## src/rtl/pit_pkg.sv

```systemverilog
// Shared field positions and register offsets of the interval timer.
package pit_pkg;
    localparam int CTL_EN     = 0;
    localparam int CTL_RLD    = 1;
    localparam int CTL_FLAG   = 2;
    localparam int CTL_IE     = 3;
    localparam int CTL_OVW    = 4;
    localparam int CTL_PRE_LO = 8;
    localparam int PRE_W      = 4;
    localparam int ADDR_W     = 3;
    localparam logic [ADDR_W-1:0] OFS_CTRL = 3'd0;
    localparam logic [ADDR_W-1:0] OFS_MOD  = 3'd2;
    localparam logic [ADDR_W-1:0] OFS_CNT  = 3'd4;
endpackage

```

## src/rtl/pit_regs.sv

```systemverilog
// Control, modulus and flag registers of the interval timer.
// Decodes writes into restart and overwrite-load requests for the counter.
// Assumes one access per cycle; the flag bit is never stored in ctrl_q.
module pit_regs #(
    parameter int DATA_W = 16
) (
    input  logic                       clk,
    input  logic                       rst_n,
    input  logic                       wr_en,
    input  logic [pit_pkg::ADDR_W-1:0] addr,
    input  logic [DATA_W-1:0]          wdata,
    input  logic                       expire,
    output logic [DATA_W-1:0]          ctrl_q,
    output logic [DATA_W-1:0]          mod_q,
    output logic                       flag_q,
    output logic                       restart,
    output logic                       load_en,
    output logic [DATA_W-1:0]          load_val,
    output logic [DATA_W-1:0]          reload_val
);
    import pit_pkg::*;

    localparam logic [DATA_W-1:0] FLAG_MASK  = DATA_W'(1) << CTL_FLAG;
    localparam logic [DATA_W-1:0] MINOR_MASK = FLAG_MASK | (DATA_W'(1) << CTL_IE);

    logic ctrl_wr, mod_wr, ovw_load;

    // Decode the write strobes and the requests they raise.
    always_comb begin
        ctrl_wr  = wr_en && (addr == OFS_CTRL);
        mod_wr   = wr_en && (addr == OFS_MOD);
        restart  = ctrl_wr && (((ctrl_q ^ wdata) & ~MINOR_MASK) != '0);
        ovw_load = mod_wr && ctrl_q[CTL_OVW];
        load_en  = restart || ovw_load;
    end

    // Select the values the counter loads on a request or on expiry.
    always_comb begin
        reload_val = ctrl_q[CTL_RLD] ? mod_q : '1;
        if (restart)
            load_val = wdata[CTL_RLD] ? mod_q : '1;
        else
            load_val = wdata;
    end

    // Store control and modulus.
    always_ff @(posedge clk) begin
        if (!rst_n) begin
            ctrl_q <= '0;
            mod_q  <= '0;
        end else begin
            if (ctrl_wr) ctrl_q <= wdata & ~FLAG_MASK;
            if (mod_wr)  mod_q  <= wdata;
        end
    end

    // Sticky expiry flag; expiry outranks any same-cycle clear.
    always_ff @(posedge clk) begin
        if (!rst_n)
            flag_q <= 1'b0;
        else if (expire)
            flag_q <= 1'b1;
        else if (mod_wr || (ctrl_wr && wdata[CTL_FLAG]))
            flag_q <= 1'b0;
    end
endmodule

```

## src/rtl/pit_prescaler.sv

```systemverilog
// Power-of-two prescaler: tick pulses once every 2^(pre+1) cycles while run is high.
// Assumes clear restarts the period from zero; holds at zero while stopped.
module pit_prescaler #(
    parameter int PRE_W = 4
) (
    input  logic             clk,
    input  logic             rst_n,
    input  logic             run,
    input  logic             clear,
    input  logic [PRE_W-1:0] pre,
    output logic             tick
);
    localparam int PCNT_W = (1 << PRE_W);

    logic [PCNT_W-1:0] pcnt_q;
    logic [PCNT_W:0]   terminal;

    // Last count value of the selected period.
    always_comb begin
        terminal = ((PCNT_W+1)'(1) << (32'(pre) + 1)) - 1'b1;
        tick     = run && ({1'b0, pcnt_q} == terminal);
    end

    // Advance the division count.
    always_ff @(posedge clk) begin
        if (!rst_n || clear || !run)
            pcnt_q <= '0;
        else if (tick)
            pcnt_q <= '0;
        else
            pcnt_q <= pcnt_q + 1'b1;
    end
endmodule

```

## src/rtl/pit_counter.sv

```systemverilog
// Down counter of the interval timer: decrements on tick and reloads when a tick
// finds it at zero. A write-driven load outranks the tick, which is then dropped.
module pit_counter #(
    parameter int DATA_W = 16
) (
    input  logic              clk,
    input  logic              rst_n,
    input  logic              tick,
    input  logic              load_en,
    input  logic [DATA_W-1:0] load_val,
    input  logic [DATA_W-1:0] reload_val,
    output logic [DATA_W-1:0] cnt_q,
    output logic              expire
);
    // Expiry: a step that is not overridden, taken at zero.
    always_comb expire = tick && !load_en && (cnt_q == '0);

    // Update the count.
    always_ff @(posedge clk) begin
        if (!rst_n)
            cnt_q <= '0;
        else if (load_en)
            cnt_q <= load_val;
        else if (tick)
            cnt_q <= (cnt_q == '0) ? reload_val : cnt_q - 1'b1;
    end
endmodule

```

## src/rtl/pit_timer.sv

```systemverilog
// Top of the programmable interval timer: register port, prescaler, counter
// and interrupt gating. Reads are combinational; writes take effect at the edge.
module pit_timer #(
    parameter int DATA_W = 16
) (
    input  logic                       clk,
    input  logic                       rst_n,
    input  logic                       wr_en,
    input  logic [pit_pkg::ADDR_W-1:0] addr,
    input  logic [DATA_W-1:0]          wdata,
    output logic [DATA_W-1:0]          rdata,
    output logic                       irq_o
);
    import pit_pkg::*;

    logic [DATA_W-1:0] ctrl_q, mod_q, cnt_q, load_val, reload_val;
    logic              flag_q, restart, load_en, tick, expire;

    pit_regs #(.DATA_W(DATA_W)) regs_i (
        .clk(clk), .rst_n(rst_n), .wr_en(wr_en), .addr(addr), .wdata(wdata),
        .expire(expire), .ctrl_q(ctrl_q), .mod_q(mod_q), .flag_q(flag_q),
        .restart(restart), .load_en(load_en), .load_val(load_val),
        .reload_val(reload_val)
    );

    pit_prescaler #(.PRE_W(PRE_W)) presc_i (
        .clk(clk), .rst_n(rst_n), .run(ctrl_q[CTL_EN]), .clear(restart),
        .pre(ctrl_q[CTL_PRE_LO +: PRE_W]), .tick(tick)
    );

    pit_counter #(.DATA_W(DATA_W)) cnt_i (
        .clk(clk), .rst_n(rst_n), .tick(tick), .load_en(load_en),
        .load_val(load_val), .reload_val(reload_val), .cnt_q(cnt_q),
        .expire(expire)
    );

    // Read multiplexer; the flag is merged into the control view.
    always_comb begin
        rdata = '0;
        case (addr)
            OFS_CTRL: begin
                rdata           = ctrl_q;
                rdata[CTL_FLAG] = flag_q;
            end
            OFS_MOD: rdata = mod_q;
            OFS_CNT: rdata = cnt_q;
            default: rdata = '0;
        endcase
    end

    // Interrupt gating.
    always_comb irq_o = flag_q && ctrl_q[CTL_IE];
endmodule

```

## config.mk

```make
export PLATFORM = sky130hd
export DESIGN_NAME = pit_timer
export DESIGN_NICKNAME = d
export VERILOG_FILES = /design/src/rtl/pit_pkg.sv /design/src/rtl/pit_regs.sv /design/src/rtl/pit_prescaler.sv /design/src/rtl/pit_counter.sv /design/src/rtl/pit_timer.sv
export SDC_FILE = /design/constraint.sdc
export NUM_CORES = 1
export LEC_CHECK = 0
export ABC_AREA = 1
export BUFFER_PORTS_ARGS = -buffer_cell sky130_fd_sc_hd__buf_4
export CAP_MARGIN = 20
export CORE_ASPECT_RATIO = 1.25
export CORE_MARGIN = 2
export CORE_UTILIZATION = 39
export CTS_CLUSTER_DIAMETER = 120
export DETAILED_ROUTE_END_ITERATION = 16
export SLEW_MARGIN = 20
export SYNTH_ARGS = -nofsm -noshare
export SYNTH_HDL_FRONTEND = slang
export SYNTH_SLANG_ARGS = --single-unit
```

## constraint.sdc

```tcl
create_clock -name clk -period 2.8 [get_ports clk]
set_clock_uncertainty 0.15 [all_clocks]
set_input_delay 0.7 -clock clk [delete_from_list [all_inputs] [get_ports clk]]
set_output_delay 0.7 -clock clk [all_outputs]
set_load 0.05 [all_outputs]
```

==> results of run 1 <==
## layout make-up
| type | instances | area, µm² | area share |
|---|---|---|---|
| multi-input cells | 598 | 2950 | 0.534 |
| well taps | 164 | 205 | 0.0372 |
| clock inverters | 4 | 20.0 | 0.00363 |
| clock buffers | 12 | 246 | 0.0447 |
| repair buffers | 59 | 455 | 0.0826 |
| inverters | 96 | 360 | 0.0653 |
| flip-flops and latches | 64 | 1280 | 0.232 |
## worst max-delay path: stages
cell      delay, ps
buf_4           130
nor2_1          130
nand2_1          60
buf_4           200
o221ai_1        290
buf_4           260
## metal layers
layer	vias up	share of wire	GRT usage
li1	2626	-	-
met1	2370	0.42	0.279
met2	121	0.52	0.415
met3	26	0.035	0.0311
met4	0	0.023	0.0906
met5	-	0	0
## Yosys cell counts, drive strengths merged
library cell / n / area [µm²]
a21boi: 1 / 7.51
a21oi: 57 / 285
a31oi: 1 / 6.26
and2: 1 / 6.26
buf: 18 / 131
clkbuf: 15 / 56.3
clkinv: 1 / 3.75
conb: 1 / 3.75
dfxtp: 64 / 1280
ha: 4 / 50.1
inv: 95 / 357
nand2: 239 / 915
nand3: 70 / 415
nand3b: 3 / 26.3
nand4: 12 / 75.1
nor2: 91 / 384
nor3: 15 / 101
nor3b: 1 / 7.51
o211ai: 2 / 15.0
o21a: 1 / 7.51
o21ai: 58 / 294
o21bai: 1 / 7.51
o221ai: 15 / 131
or2: 4 / 25.0
xnor2: 5 / 43.8
xor2: 16 / 140
## final timing paths
| check | startpoint | end | slack, ps |
|---|---|---|---|
| setup reg to reg | regs_i.ctrl_q[10]$_SDFFE_PN0P_ | cnt_i.cnt_q[15]$_SDFFE_PN0P_ | 260 |
| hold reg to reg | presc_i.pcnt_q[0]$_SDFF_PP0_ | presc_i.pcnt_q[0]$_SDFF_PP0_ | 330 |
| hold / removal | presc_i.pcnt_q[0]$_SDFF_PP0_ | presc_i.pcnt_q[0]$_SDFF_PP0_ | 330 |
| setup / recovery | addr[0] | rdata[15] | 180 |
## cells in the final DEF (no fill, tap or decap), types with 2 or more instances in the layout
master | netlist | routed
xnor2_1 | 5 | 5
nand3_1 | 60 | 60
nand3_4 | 2 | 2
clkinv_2 | 0 | 4
or2_2 | 4 | 4
nor2_2 | 5 | 5
nor3_1 | 11 | 11
xor2_1 | 16 | 16
dfxtp_1 | 64 | 64
nand2_2 | 7 | 7
buf_4 | 4 | 58
nand3_2 | 8 | 8
o21ai_0 | 56 | 56
nor3_2 | 3 | 3
a21oi_1 | 57 | 57
nand3b_1 | 2 | 2
inv_2 | 10 | 10
clkbuf_1 | 15 | 2
nor2_1 | 82 | 82
o211ai_1 | 2 | 2
ha_1 | 4 | 4
inv_1 | 85 | 85
nand2_1 | 232 | 232
nor2_4 | 4 | 4
clkbuf_16 | 0 | 9
o221ai_1 | 15 | 15
nand4_1 | 12 | 12
## registers in the layout (all words and copies together), names as in the netlist
name	count
regs_i.flag_q	1
cnt_i.cnt_q	16
regs_i.mod_q	16
presc_i.pcnt_q	16
regs_i.ctrl_q	15
## per-stage QoR
stage | power, mW | hold WS (ps) | cell area (µm²) | TNS (ps)
after CTS | 2.61 | 335 | 5520 | 0
after global placement | 1.58 | 299 | 5250 | 0
final | 2.59 | 326 | 5520 | 0
after global routing | 2.73 | 345 | 5520 | 0
after detailed placement | 1.58 | 322 | 5250 | 0
after floorplan | 1.40 | 280 | 4780 | -380
## power groups by stage
| stage | registers [mW] | logic (mW) | clock network, mW |
|---|---|---|---|
| after floorplan | 0.970 | 0.430 | 0 |
| after global placement | 0.977 | 0.600 | 0 |
| after detailed placement | 0.978 | 0.603 | 0 |
| after CTS | 0.958 | 0.606 | 1.04 |
| after global routing | 0.962 | 0.690 | 1.07 |
| final | 0.958 | 0.613 | 1.02 |
## cells by family after synthesis
kind of cell             share of synthesized area
AO/OA/AOI/OAI                                0.158
XOR/XNOR                                    0.0385
adder cells (fa/ha/maj)                     0.0105
buffers and inverters                        0.115
flip-flops                                   0.268
other                                     0.000785
AND/OR/NAND/NOR                              0.409
==> impl_metrics.csv, run 1 <==
group,metric,value,unit
clock_network,holdBufCountCts,0,
logic_synthesis,synth_area,4780,µm²
flow_run,drv_cap,0,
die,ios,39,
clock_network,clkLatencyLatePin,320,ps
final_layout,fillers,1310,
critical_path,critPathArrivalTime,1770,ps
outcome,status,"finished clean",
sta,max_slew.worst_pin.slew,561,ps
pwr,power_frac_clock,0.394,
critical_path,r2r.worst_path.cells,15,
logic_synthesis,ys_ff_latch,64,
routing,drt-total-wl,14.8,mm
clock_network,numCtsBuffers,9,
critical_path,cp_max_fo,16,
place,gp_congestion,0.960,
hold_path,hp-class,"reg2reg",
sta,slew_viol_final,0,
routing,drt_pass1_iterations,5,
final_layout,drive_above_1_share,0.143,
pwr,sequentialPowerShare,0.370,
global_routing,grt_first_pass_wirelength,24.4,mm
sta,setup_ws,179,ps
die,rows,45,
sta,finalSetupViolCount,0,
global_routing,grt_max_degree,44,
pwr,p_sw,0.824,mW
critical_path,worstSetupStartpointType,"input port",
critical_path,critPathRequiredTime,1950,ps
final_layout,final_cells,997,
sta,rsz0062_at_grt,"false",
clock_network,clkTransAtPathRegs,50,ps
logic_synthesis,synth_area_per_cell,6.04,µm²
sta,min_period_over_period,0.936,
clock_network,cts-resized-gates,0,
final_layout,fin_nets,854,
logic_synthesis,synth_seq_area_share,0.268,
sta,fmax,382,MHz
pwr,p_int,1.77,mW
global_routing,first_global_vias,5026,
routing,first_iter_violations,360,
place,dp.cells,981,
clock_network,cts_tree,"done",
routing,viasPerCell,5.16,
pwr,pwr-share-comb,0.237,
place,dp_slack,218,ps
logic_synthesis,synth_cell_type_count,39,
clock_network,cts_max_level,3,
die,dieArea,13200,µm²
global_routing,antenna_found_initial,0,
final_layout,diodes,0,
global_routing,overflow,0,
place,io_buffers,38,
pwr,power_density,470,nW/µm²
die,fp.dieH,128,µm
sta,max_slew_margin,0.625,
routing,num_vias,5143,
clock_network,clockBufferDepth,2,
die,die_x,103,µm
hold_path,min_path_cells,1,
critical_path,worstSetupEndpointType,"output pin",
global_routing,track_usage,0.233,
final_layout,area_delta_synth_final,15.5,%
logic_synthesis,yosys_warnings,0,
pwr,ir_worst_vdd,0.252,mV
routing,drc,0,
final_layout,finish.utilization,0.458,
logic_synthesis,synthCells,791,
clock_network,root_buffer,"clkbuf_16",
place,dpl.hpwl,11.3,mm
sta,hold_viol_final,0,
critical_path,criticalPathCategory,"in2out",
routing,wl_per_cell,14.8,µm
routing,detail-route-antenna-nets,0,
pwr,p_leak,2.54,nW
logic_synthesis,synthesis.nets,817,
clock_network,cts_setup_buffers,0,
pwr,switching_share,0.318,
sta,period_needed,2620,ps
clock_network,clock-sinks,64,
die,start_util,0.396,
die,core-area,12000,µm²
Note: power is estimated with default switching activity, not from simulation.
==> run 2, diff against run 1 <==
--- a/config.mk
+++ b/config.mk
@@ -10,10 +10,12 @@
 export CAP_MARGIN = 20
 export CORE_ASPECT_RATIO = 1.25
 export CORE_MARGIN = 2
-export CORE_UTILIZATION = 39
+export CORE_UTILIZATION = 60
 export CTS_CLUSTER_DIAMETER = 120
 export DETAILED_ROUTE_END_ITERATION = 16
+export PLACE_DENSITY = 0.8
 export SLEW_MARGIN = 20
 export SYNTH_ARGS = -nofsm -noshare
 export SYNTH_HDL_FRONTEND = slang
 export SYNTH_SLANG_ARGS = --single-unit
+export TNS_END_PERCENT = 100
==> run 2 against run 1 <==
  * Core utilization grew 24 points
  * Critical path depth is the same
  * Fmax shrank 0.67%
  * Critical endpoint is now rdata[0]
==> impl_metrics.csv, run 2 (same netlist as run 1, synthesis figures left out) <==
group,metric,value,unit
final_layout,multi_input_area,2950,µm²
routing,drc,0,
critical_path,worstSetupStartpointType,"input port",
place,place_area,5150,µm²
sta,min_period_over_period,0.942,
flow_run,drv_cap,0,
clock_network,cts_max_level,3,
clock_network,clkTransAtPathRegs,70,ps
die,core-area,7750,µm²
sta,period_needed,2640,ps
clock_network,clock-sinks,64,
sta,rsz0062_at_grt,"false",
final_layout,fillers,710,
place,gp_congestion,1.07,
final_layout,final_common_cell,"nand2_1",
routing,detail-route-antenna-nets,0,
routing,drt_pass1_iterations,8,
hold_path,hp-class,"reg2reg",
sta,slew_viol_final,0,
final_layout,diodes,0,
sta,max_slew_margin,0.637,
critical_path,criticalPathCategory,"in2out",
global_routing,overflow,0,
routing,viasPerCell,5.73,
critical_path,critPathTopFamily,"buffers and inverters",
clock_network,cts_setup_buffers,0,
pwr,power_density,461,nW/µm²
global_routing,grt_max_degree,44,
die,dieArea,8700,µm²
final_layout,seqCellArea,1280,µm²
clock_network,cts_tree,"done",
final_layout,final_cell_mix,"nand2_1, inv_1, nor2_1",
die,fp.dieH,104,µm
critical_path,critPathRequiredTime,1950,ps
clock_network,clkLatencyLatePin,350,ps
critical_path,crit_top_cell,"buf_4",
global_routing,first_global_vias,4748,
critical_path,cp_max_fo,16,
die,die_x,83.8,µm
die,rows,36,
die,start_util,0.617,
critical_path,critPathArrivalTime,1790,ps
place,io_buffers,38,
sta,finalSetupViolCount,0,
critical_path,critPathMaxStageDelay,280,ps
clock_network,root_buffer,"clkbuf_8",
pwr,ir_worst_vdd,0.349,mV
place,dpl.hpwl,11.2,mm
sta,fmax,379,MHz
global_routing,antenna_found_initial,0,
routing,drt-total-wl,14.7,mm
final_layout,top_regs,"cnt_i.cnt_q (16), presc_i.pcnt_q (16), regs_i.mod_q (16)",
critical_path,worstSetupEndpointType,"output pin",
sta,max_slew.worst_pin.slew,544,ps
critical_path,critical_path_buf_inv_count,3,
critical_path,path_cells,"buf_4, nor2_1, nand2_1, buf_4, o221ai_1, buf_4",
sta,hold_viol_final,0,
global_routing,track_usage,0.334,
global_routing,grt_first_pass_wirelength,23.2,mm
critical_path,rrSetupSlack,210,ps
die,ios,39,
routing,wl_per_cell,15.8,µm
pwr,p_total,2.47,mW
final_layout,area_delta_synth_final,12.5,%
clock_network,clockBufferDepth,2,
critical_path,cp_slowest_cell,"o221ai_1",
routing,first_iter_violations,377,
outcome,status,"finished clean",
sta,setup_tns,0,ps
final_layout,drive_above_1_share,0.146,
final_layout,fin_nets,854,
routing,num_vias,5321,
pwr,p_leak,2.51,nW
final_layout,finalInstanceArea,5370,µm²
clock_network,numCtsBuffers,9,
-- run 2: worst reg2reg max path, stage by stage (launching register included) --
cell and delay (ps):
dfxtp_1 320, nor2_2 190, nand2_1 120, ha_1 260, inv_1 170, nor2_1 70
nor2_1 130, nand3_1 80, nor2_1 100, nand2_1 120, nor2_4 140, nand3_4 170
buf_4 250, a21oi_1 160, nor2_1 70
-- run 2: repair_timing --
action                                  in CTS  in global routing
endpoints found under the hold margin        0                  0
hold buffers                                 0                  0
endpoints found under the setup margin       0                 10
gates resized for setup                      0                  1
-- run 2: path summary, 6_finish.rpt --
kind	cells past startpoint	start	to
setup / recovery	6	addr[0]	rdata[0]
setup reg to reg	14	regs_i.ctrl_q[8]$_SDFFE_PN0P_	cnt_i.cnt_q[10]$_SDFFE_PN0P_
hold / removal	1	presc_i.pcnt_q[0]$_SDFF_PP0_	presc_i.pcnt_q[0]$_SDFF_PP0_
hold reg to reg	1	presc_i.pcnt_q[0]$_SDFF_PP0_	presc_i.pcnt_q[0]$_SDFF_PP0_
-- run 2: where the power goes --
| part | internal (mW) | switching, mW |
|---|---|---|
| clock | 0.521 | 0.383 |
| combinational | 0.209 | 0.405 |
| sequential | 0.935 | 0.0211 |
| total | 1.67 | 0.809 |
-- run 2: per-layer routing --
metal  vias to the layer above  global-route usage  part of all wire  routed length (µm)
met5                         -                   0                 0                   0
met4                         0               0.197             0.056                 821
met3                        65              0.0343             0.052                 763
met2                       227               0.601              0.51                7570
met1                      2402               0.376              0.38                5550
li1                       2627                   -                 -                   -
-- run 2: area by class of cell --
class                   count  share of cell area
inverters                  96              0.0671
clock inverters             6              0.0154
clock buffers              10              0.0256
repair buffers             59              0.0824
flip-flops and latches     64               0.239
well taps                  95              0.0221
multi-input cells         598               0.549
-- run 2: per-stage QoR --
stage | utilization | cells | hold slack (ps) | setup WS, ps
2_1_floorplan | - | 791 | 280 | -34.1
3_3_place_gp | 0.665 | 912 | 291 | 169
3_5_place_dp | 0.665 | 912 | 309 | 174
4_1_cts | 0.693 | 928 | 321 | 173
5_1_grt | 0.693 | 928 | 342 | 25.5
6_report | 0.693 | 928 | 319 | 162
